--- config.mk ---
export PLATFORM = sky130hd
export DESIGN_NAME = reload_downcounter
export DESIGN_NICKNAME = d
export VERILOG_FILES = /design/src/rtl/reload_downcounter.sv
export SDC_FILE = /design/constraint.sdc
export NUM_CORES = 1
export LEC_CHECK = 0
export BUFFER_PORTS_ARGS = -buffer_cell sky130_fd_sc_hd__buf_2
export CORE_UTILIZATION = 49
export CTS_CLUSTER_DIAMETER = 150
export DETAILED_ROUTE_END_ITERATION = 8
export GPL_TIMING_DRIVEN = 1
export PLACE_DENSITY_LB_ADDON = 0.08
export SYNTH_ARGS = -nofsm -noshare
export SYNTH_HDL_FRONTEND = slang
export SYNTH_SLANG_ARGS = --single-unit
--- constraint.sdc ---
create_clock -name clk -period 1.9 [get_ports clk]
set_clock_uncertainty 0.2 [all_clocks]
set_input_delay 0.19 -clock clk [delete_from_list [all_inputs] [get_ports clk]]
set_output_delay 0.19 -clock clk [all_outputs]
set_load 0.01 [all_outputs]
--- src/rtl/reload_downcounter.sv ---
module reload_downcounter #(
  parameter int W = 8
) (
  input  logic         clk,
  input  logic         rst_n,
  input  logic         cnt_en,
  input  logic         wr_en,
  input  logic         wr_sel,
  input  logic [W-1:0] wr_data,
  output logic [W-1:0] count,
  output logic         underflow,
  output logic [W-1:0] reload_rd,
  output logic [2:0]   ctrl_rd
);
  localparam logic [W-1:0] INIT = {W{1'b1}};

  logic [W-1:0] reload_q, count_q;
  logic         run_q, cont_q, uflow_q;

  wire ctrl_wr = wr_en & wr_sel;
  wire rld_wr  = wr_en & ~wr_sel;
  wire preset  = ctrl_wr & wr_data[2];
  wire tick    = run_q & cnt_en;
  wire wrap    = tick & (count_q == '0) & ~preset;

  always_ff @(posedge clk or negedge rst_n) begin
    if (!rst_n) begin
      reload_q <= INIT;
      count_q  <= INIT;
      run_q    <= 1'b0;
      cont_q   <= 1'b0;
      uflow_q  <= 1'b0;
    end else begin
      if (rld_wr) reload_q <= wr_data;
      if (ctrl_wr) begin
        run_q  <= wr_data[0];
        cont_q <= wr_data[1];
      end else if (wrap && !cont_q) begin
        run_q <= 1'b0;
      end
      if (preset || wrap) count_q <= reload_q;
      else if (tick)      count_q <= count_q - 1'b1;
      uflow_q <= wrap;
    end
  end

  assign count     = count_q;
  assign underflow = uflow_q;
  assign reload_rd = reload_q;
  assign ctrl_rd   = {1'b0, cont_q, run_q};
endmodule

==> results_dict.tcl, run 1 <==
set metrics [dict create \
    row_count 15 \
    top_cell_type_s_share_of_synthesized_area 0.423 \
    die_area_sq_mm 0.00221 \
    peakVddDrop_v 0.000752 \
    io_port_bufs 31 \
    maximum_number_of_pins_on_one_net_before_global_route_repair 20 \
    critical_path.max_fanout 3 \
    maxSlewViolCount 0 \
    max_freq_ghz 0.549 \
    post-dp-hpwl_microns 1510 \
    fraction_of_the_yosys_area_taken_by_sequential_cells 0.499 \
    dpl-instance-area_sq_mm 0.00117 \
    final_design_area_no_fill_sq_mm 0.00136 \
    core-area_sq_mm 0.00182 \
    arrival_time_reported_for_the_critical_path_endpoint_ns 1.85 \
    clock_transition_time_at_the_flip_flop_clock_pins_of_the_worst_setup_and_hold_paths_ns 0.10 \
    fraction_of_synthesis_flops_using_an_asynchronous_set_or_reset_pin 1.00 \
    path_class "reg2reg" \
    most_area_hungry_cell_type_in_the_yosys_netlist "dfstp_2" \
    post-synth-top-count-cell "dfstp_2" \
    drt_first_iter_violations 16 \
    synth_top_cells_by_area "dfstp_2 (42%), mux2_2 (9.1%), dfrtp_1 (7.6%)" \
    die_y_microns 47.0 \
    cts_h_tree_lvls 1 \
    crit-reg2reg-launch "count[1]" \
    number_of_synthesized_flops_with_an_enable_pin 0 \
    hold_path.startpoint "cnt_en" \
    power-per-cell-area_mw_per_mm2 1090 \
    clock_insertion_delay_worst_skew_ns 0.29 \
    crit_buf_inv 2 \
    crit_path_start "count[1]" \
    clock_sink_count 19 \
    min-delay-path-class "in2reg" \
    buffer_type_at_the_clock_tree_root "clkbuf_4" \
    chipWidth_microns 47.0 \
    final_report_hold_violation_count 0 \
    synth_fp_nets 107 \
    routabilityCongestion 0.826 \
    antenna_cells 0 \
    yosys.cell_types.count 33 \
    max_cap_viol_count 0 \
    synth.cells.most_frequent "dfstp_2 (16), nor2_1 (9), mux2_2 (8)" \
    synth_area_per_cell_sq_um 10.8 \
    critical_path.slowest_cell "dfstp_2" \
    cts_tree "built" \
    critical_path.cell_chain "inv_2 > ha_4 > nor4b_4 > buf_4 > o21ai_1 > or3_4 > a21oi_2" \
    outcome "completed" \
    drt_drc_violations_left 0 \
    global_route_wire_length_before_repair_microns 3440 \
    pin_count 33 \
    gr-total-overflow 0 \
    final_antenna_net_count 0 \
    maximum_root_to_sink_buffer_count 2 \
    setup-violations-final 0 \
    min_period_over_period 0.958 \
    synthCells 92 \
    detail_route.first_pass.iterations 4 \
    routed_wl_microns 2320 \
    final_layout_size_suffix_gt1_frac 0.540 \
    fin_crit_ns 1.82 \
    total_leakage_power_nw 0.594 \
    ys_ff_latch 19 \
    grt_antenna_before_repair 0 \
    via_per_inst 5.23 \
    critPathRequiredTime_ns 1.93 \
    cts_buffers 3 \
    grt.total_usage 0.225 \
    synth.cell_area_sq_um 993 \
    start_kind "flop" \
    via_count_of_the_first_global_routing_pass 782 \
    design.final.nets 155 \
    family_of_cells_with_the_greatest_summed_delay_on_the_critical_path "simple AND/OR/NAND/NOR gates" \
    area.growth.synth_to_final_pct 36.4 \
    ys.warnings.count 0 \
    slowest_delay_ns 0.39 \
    floorplan.initialDensity 0.546 \
    detailedPlace.worstSlack_ns 0.120 \
    yosys_most_used_dff "dfstp_2" \
    wire_per_inst_microns 14.1 \
    vias 858 \
    worst_setup_path_end_kind "flop" \
    final.setup.worst_slack_ns 0.0801 \
]
-- routing by layer --
metal / track usage / up-vias / part of all wire
met1: 0.307 / 413 / 0.46
met5: 0 / - / 0
met4: 0.103 / 0 / 0.015
met3: 0.0346 / 4 / 0.038
li1: - / 412 / -
met2: 0.356 / 29 / 0.49
-- sequential cells by signal (all words and copies together) (netlist names) --
register,flops
count,8
reload_rd,8
cont_q,1
run_q,1
underflow,1
-- tightest hold or removal path, delay by kind of cell --
kind	cells	cell delay, ns
AO/OA/AOI/OAI	1	0.05
buffers and inverters	1	0.11
AND/OR/NAND/NOR	2	0.25
-- cell families (layout without fill, tap and decap cells) --
logic type / after synthesis / count (layout) / synth area share
other: 1 / 1 / 0.00377
muxes: 11 / 11 / 0.121
adders and majority gates: 2 / 2 / 0.0252
AOI/OAI and AO/OA: 15 / 15 / 0.0894
and+or+nand+nor: 30 / 30 / 0.176
buffers and inverters: 11 / 58 / 0.0592
xor gates and xnor gates: 3 / 3 / 0.0265
DFF: 19 / 19 / 0.499
-- repair_timing --
| item | CTS | global route |
|---|---|---|
| setup endpoints to repair | 0 | 4 |
| hold buffers | 10 | 0 |
| endpoints found under the hold margin | 29 | 0 |
| setup buffers | 0 | 4 |
| gates resized for setup | 0 | 8 |
-- stage by stage --
step / util / total power, mW / cells / setup TNS (ns) / hold slack (ns)
floorplan: - / 0.995 / 92 / 0 / -0.306
global placement: 0.641 / 1.18 / 145 / 0 / -0.0643
detailed placement: 0.641 / 1.19 / 145 / 0 / -0.0581
CTS: 0.710 / 1.41 / 159 / 0 / 0.0489
global route: 0.744 / 1.57 / 164 / -0.00727 / 0.110
finish: 0.744 / 1.47 / 164 / 0 / 0.0933
-- power breakdown --
part           internal [mW]  switching [mW]  leakage [nW]
combinational          0.290           0.289         0.372
clock                 0.0816           0.115        0.0150
sequential             0.572           0.127         0.206
total                  0.944           0.531         0.594
-- cells in the final DEF, fill, tap and decap left out, types with 2 or more instances in the layout --
cell type / n
a21oi_1: 4
buf_2: 32
buf_4: 8
clkbuf_4: 3
dfrtp_1: 3
dfstp_2: 16
dlygate4sd3_1: 10
inv_1: 2
inv_2: 2
mux2_2: 8
mux2i_1: 3
nand2_1: 6
nand3_1: 4
nor2_1: 9
nor2b_1: 2
o21ai_0: 3
o22ai_1: 2
xnor2_1: 2
-- path summary, 6_finish.rpt --
| path | end | slack, ns | depth (start not counted) |
|---|---|---|---|
| max | count[5] | 0.08 | 7 |
| max in group asynchronous | count[0] | 1.00 | 2 |
| min in group asynchronous | run_q | 0.18 | 2 |
| min reg2reg | count[4] | 0.30 | 2 |
| max reg2reg | count[5] | 0.08 | 7 |
| min | count[5] | 0.09 | 4 |
-- cell type report --
cell class	instances	area (sq um)
Tap cell	25	31.3
Clock buffer	4	26.3
Inverter	4	15.0
Fill cell	141	465
Timing Repair Buffer	50	320
Multi-Input combinational cell	62	467
Sequential cell	19	495
No activity file was read; power rests on OpenSTA's default activity.
==> inputs of run 2 (changes only) <==
Settings changed: GPL_TIMING_DRIVEN 1 to 0.
==> run 2 against run 1 <==
  * First-iteration DRC count grew 50%
  * Critical path type unchanged
  * Flip-flop and latch count unchanged
  * Die area unchanged
  * Worst setup slack worse by 0.016 ns
  * Largest cell class unchanged
  * Wire length shrank 1.6%
  * Sequential share of layout area increased by 0.31 points
  * Combinational power decreased by 12%
==> results_dict.tcl, run 2 (synthesis results as in run 1) <==
set metrics [dict create \
    outcome "completed" \
    via_count_of_the_first_global_routing_pass 768 \
    critical_path.cell_chain "inv_2 > ha_4 > nor4b_4 > a31oi_2 > mux2_2" \
    arrival_time_reported_for_the_critical_path_endpoint_ns 1.87 \
    cts_h_tree_lvls 1 \
    wire_per_inst_microns 13.9 \
    drt-met1-wl_microns 1060 \
    cts_tree "built" \
    drt_first_iter_violations 24 \
    setup-tns-final_ns 0 \
    wire_length_on_met2_microns 1120 \
    post-dp-hpwl_microns 1460 \
    met3_length_microns 74 \
    floorplan.initialDensity 0.546 \
    buffer_type_at_the_clock_tree_root "clkbuf_4" \
    max_freq_ghz 0.545 \
    row_count 15 \
    final.setup.worst_slack_ns 0.0641 \
    cell_internal_pwr_uw 908 \
    crit_buf_inv 1 \
    seq_power_share 0.499 \
    routed_wl_microns 2280 \
    chipWidth_microns 47.0 \
    detailedPlace.worstSlack_ns 0.0158 \
    most_frequent_standard_cell_in_the_layout_excluding_fill_and_tap_cells "buf_2" \
    maximum_number_of_pins_on_one_net_before_global_route_repair 20 \
    final_report_hold_violation_count 0 \
    peakVddDrop_v 0.000612 \
    min-delay-path-class "in2reg" \
    core-area_sq_mm 0.00182 \
    grt_antenna_before_repair 0 \
    antenna_cells 0 \
    critPathRequiredTime_ns 1.93 \
    global_route_wire_length_before_repair_microns 3580 \
    maxSlewViolCount 0 \
    die_area_sq_mm 0.00221 \
    max_cap_viol_count 0 \
    clock_insertion_delay_worst_skew_ns 0.30 \
    portion_of_total_power_attributed_to_combinational_logic 0.357 \
    power.net_switching_uw 526 \
    setup-violations-final 0 \
    drt_drc_violations_left 0 \
    routabilityCongestion 0.823 \
    instances_no_fill 164 \
    critical_path.slowest_cell "dfstp_2" \
    netSwitchingFraction 0.367 \
    die_y_microns 47.0 \
    maximum_root_to_sink_buffer_count 2 \
    cts_buffers 3 \
    final_antenna_net_count 0 \
    placedCellCount 148 \
    clock_sink_count 19 \
    detail_route.first_pass.iterations 4 \
    min_period_over_period 0.966 \
    layout_common_cells "buf_2 (34), dfstp_2 (16), dlygate4sd3_1 (11)" \
    maxUsedRoutingLayer "met4" \
    via_per_inst 5.07 \
    pin_count 33 \
    family_of_cells_with_the_greatest_summed_delay_on_the_critical_path "flip-flops" \
    critical_path.max_fanout 5 \
    power-per-cell-area_mw_per_mm2 1070 \
    grt.total_usage 0.243 \
    io_port_bufs 31 \
    final_layout_size_suffix_gt1_frac 0.525 \
    path_class "reg2reg" \
    report.power.total_mw 1.43 \
    design.final.nets 155 \
    start_kind "flop" \
    worst_setup_path_end_kind "flop" \
    clock_transition_time_at_the_flip_flop_clock_pins_of_the_worst_setup_and_hold_paths_ns 0.11 \
    whs_path_depth 4 \
    fin_crit_ns 1.84 \
    r2r.worst_path.cells 5 \
    slowest_delay_ns 0.60 \
    gr-total-overflow 0 \
    area.growth.synth_to_final_pct 35.3 \
    vias 832 \
    clock_power_share 0.144 \
    total_leakage_power_nw 0.592 \
    timing.critical_path.depth 5 \
]
## run 2: cell count changes in the layout (fill, tap and decap cells not counted)
| cell | change |
|---|---|
| dlygate4sd3_1 | +1 |
| or3_1 | +1 |
| a21oi_2 | -1 |
| nor2_2 | +1 |
| a21oi_1 | +1 |
| clkinv_2 | +1 |
| or3_4 | -1 |
| buf_4 | -4 |
| nor2_1 | -1 |
| buf_2 | +2 |
## run 2: worst register-to-register path: stages, from the launching register on
cell	delay, ns
dfstp_2	0.60
inv_2	0.07
ha_4	0.16
nor4b_4	0.14
a31oi_2	0.24
mux2_2	0.37
## run 2: final cells by class
cell class	count	area (sq um)
flip-flops and latches	19	495
fillers	139	477
multi-input cells	62	460
repair buffers	43	270
plain buffers	7	43.8
well taps	25	31.3
clock buffers	3	22.5
inverters	4	15.0
clock inverters	1	5.00
## run 2: power groups by stage
| stage | Sequential [mW] | Combinational [mW] | Clock (mW) |
|---|---|---|---|
| after floorplan | 0.743 | 0.253 | 0 |
| after global placement | 0.707 | 0.452 | 0 |
| after detailed placement | 0.713 | 0.466 | 0 |
| after CTS | 0.706 | 0.489 | 0.210 |
| after global routing | 0.733 | 0.579 | 0.227 |
| final | 0.715 | 0.512 | 0.207 |
## run 2: timing repair
action                                 CTS  global route
cloned                                   1             0
resized for setup                        2             5
endpoints found under the hold margin   29             0
setup endpoints to repair                1             7
pin swaps                                0             1
buffers inserted                         0             0
hold buffers                            11             0
## run 2: stage by stage
| step | util | area [sq um] | hold slack, ns |
|---|---|---|---|
| 2_1_floorplan | - | 993 | -0.306 |
| 3_3_place_gp | 0.648 | 1180 | -0.0663 |
| 3_5_place_dp | 0.648 | 1180 | -0.0575 |
| 4_1_cts | 0.730 | 1330 | 0.0628 |
| 5_1_grt | 0.738 | 1340 | 0.0937 |
| 6_report | 0.738 | 1340 | 0.0708 |
## run 2: metal layers
layer / global-route usage / vias to the layer above
li1: - / 411
met1: 0.333 / 389
met2: 0.386 / 28
met3: 0.0385 / 4
met4: 0.103 / 0
met5: 0 / -
## run 2: path summary, 6_finish.rpt
| path | from | to | slack, ns |
|---|---|---|---|
| worst max register to register | count[0] | count[1] | 0.06 |
| worst min-delay path | cnt_en | count[5] | 0.07 |
| worst max-delay path | count[0] | count[1] | 0.06 |
| max in group asynchronous | rst_n | count[1] | 1.03 |
| worst min register to register | reload_rd[4] | count[4] | 0.29 |
| min in group asynchronous | rst_n | underflow | 0.15 |
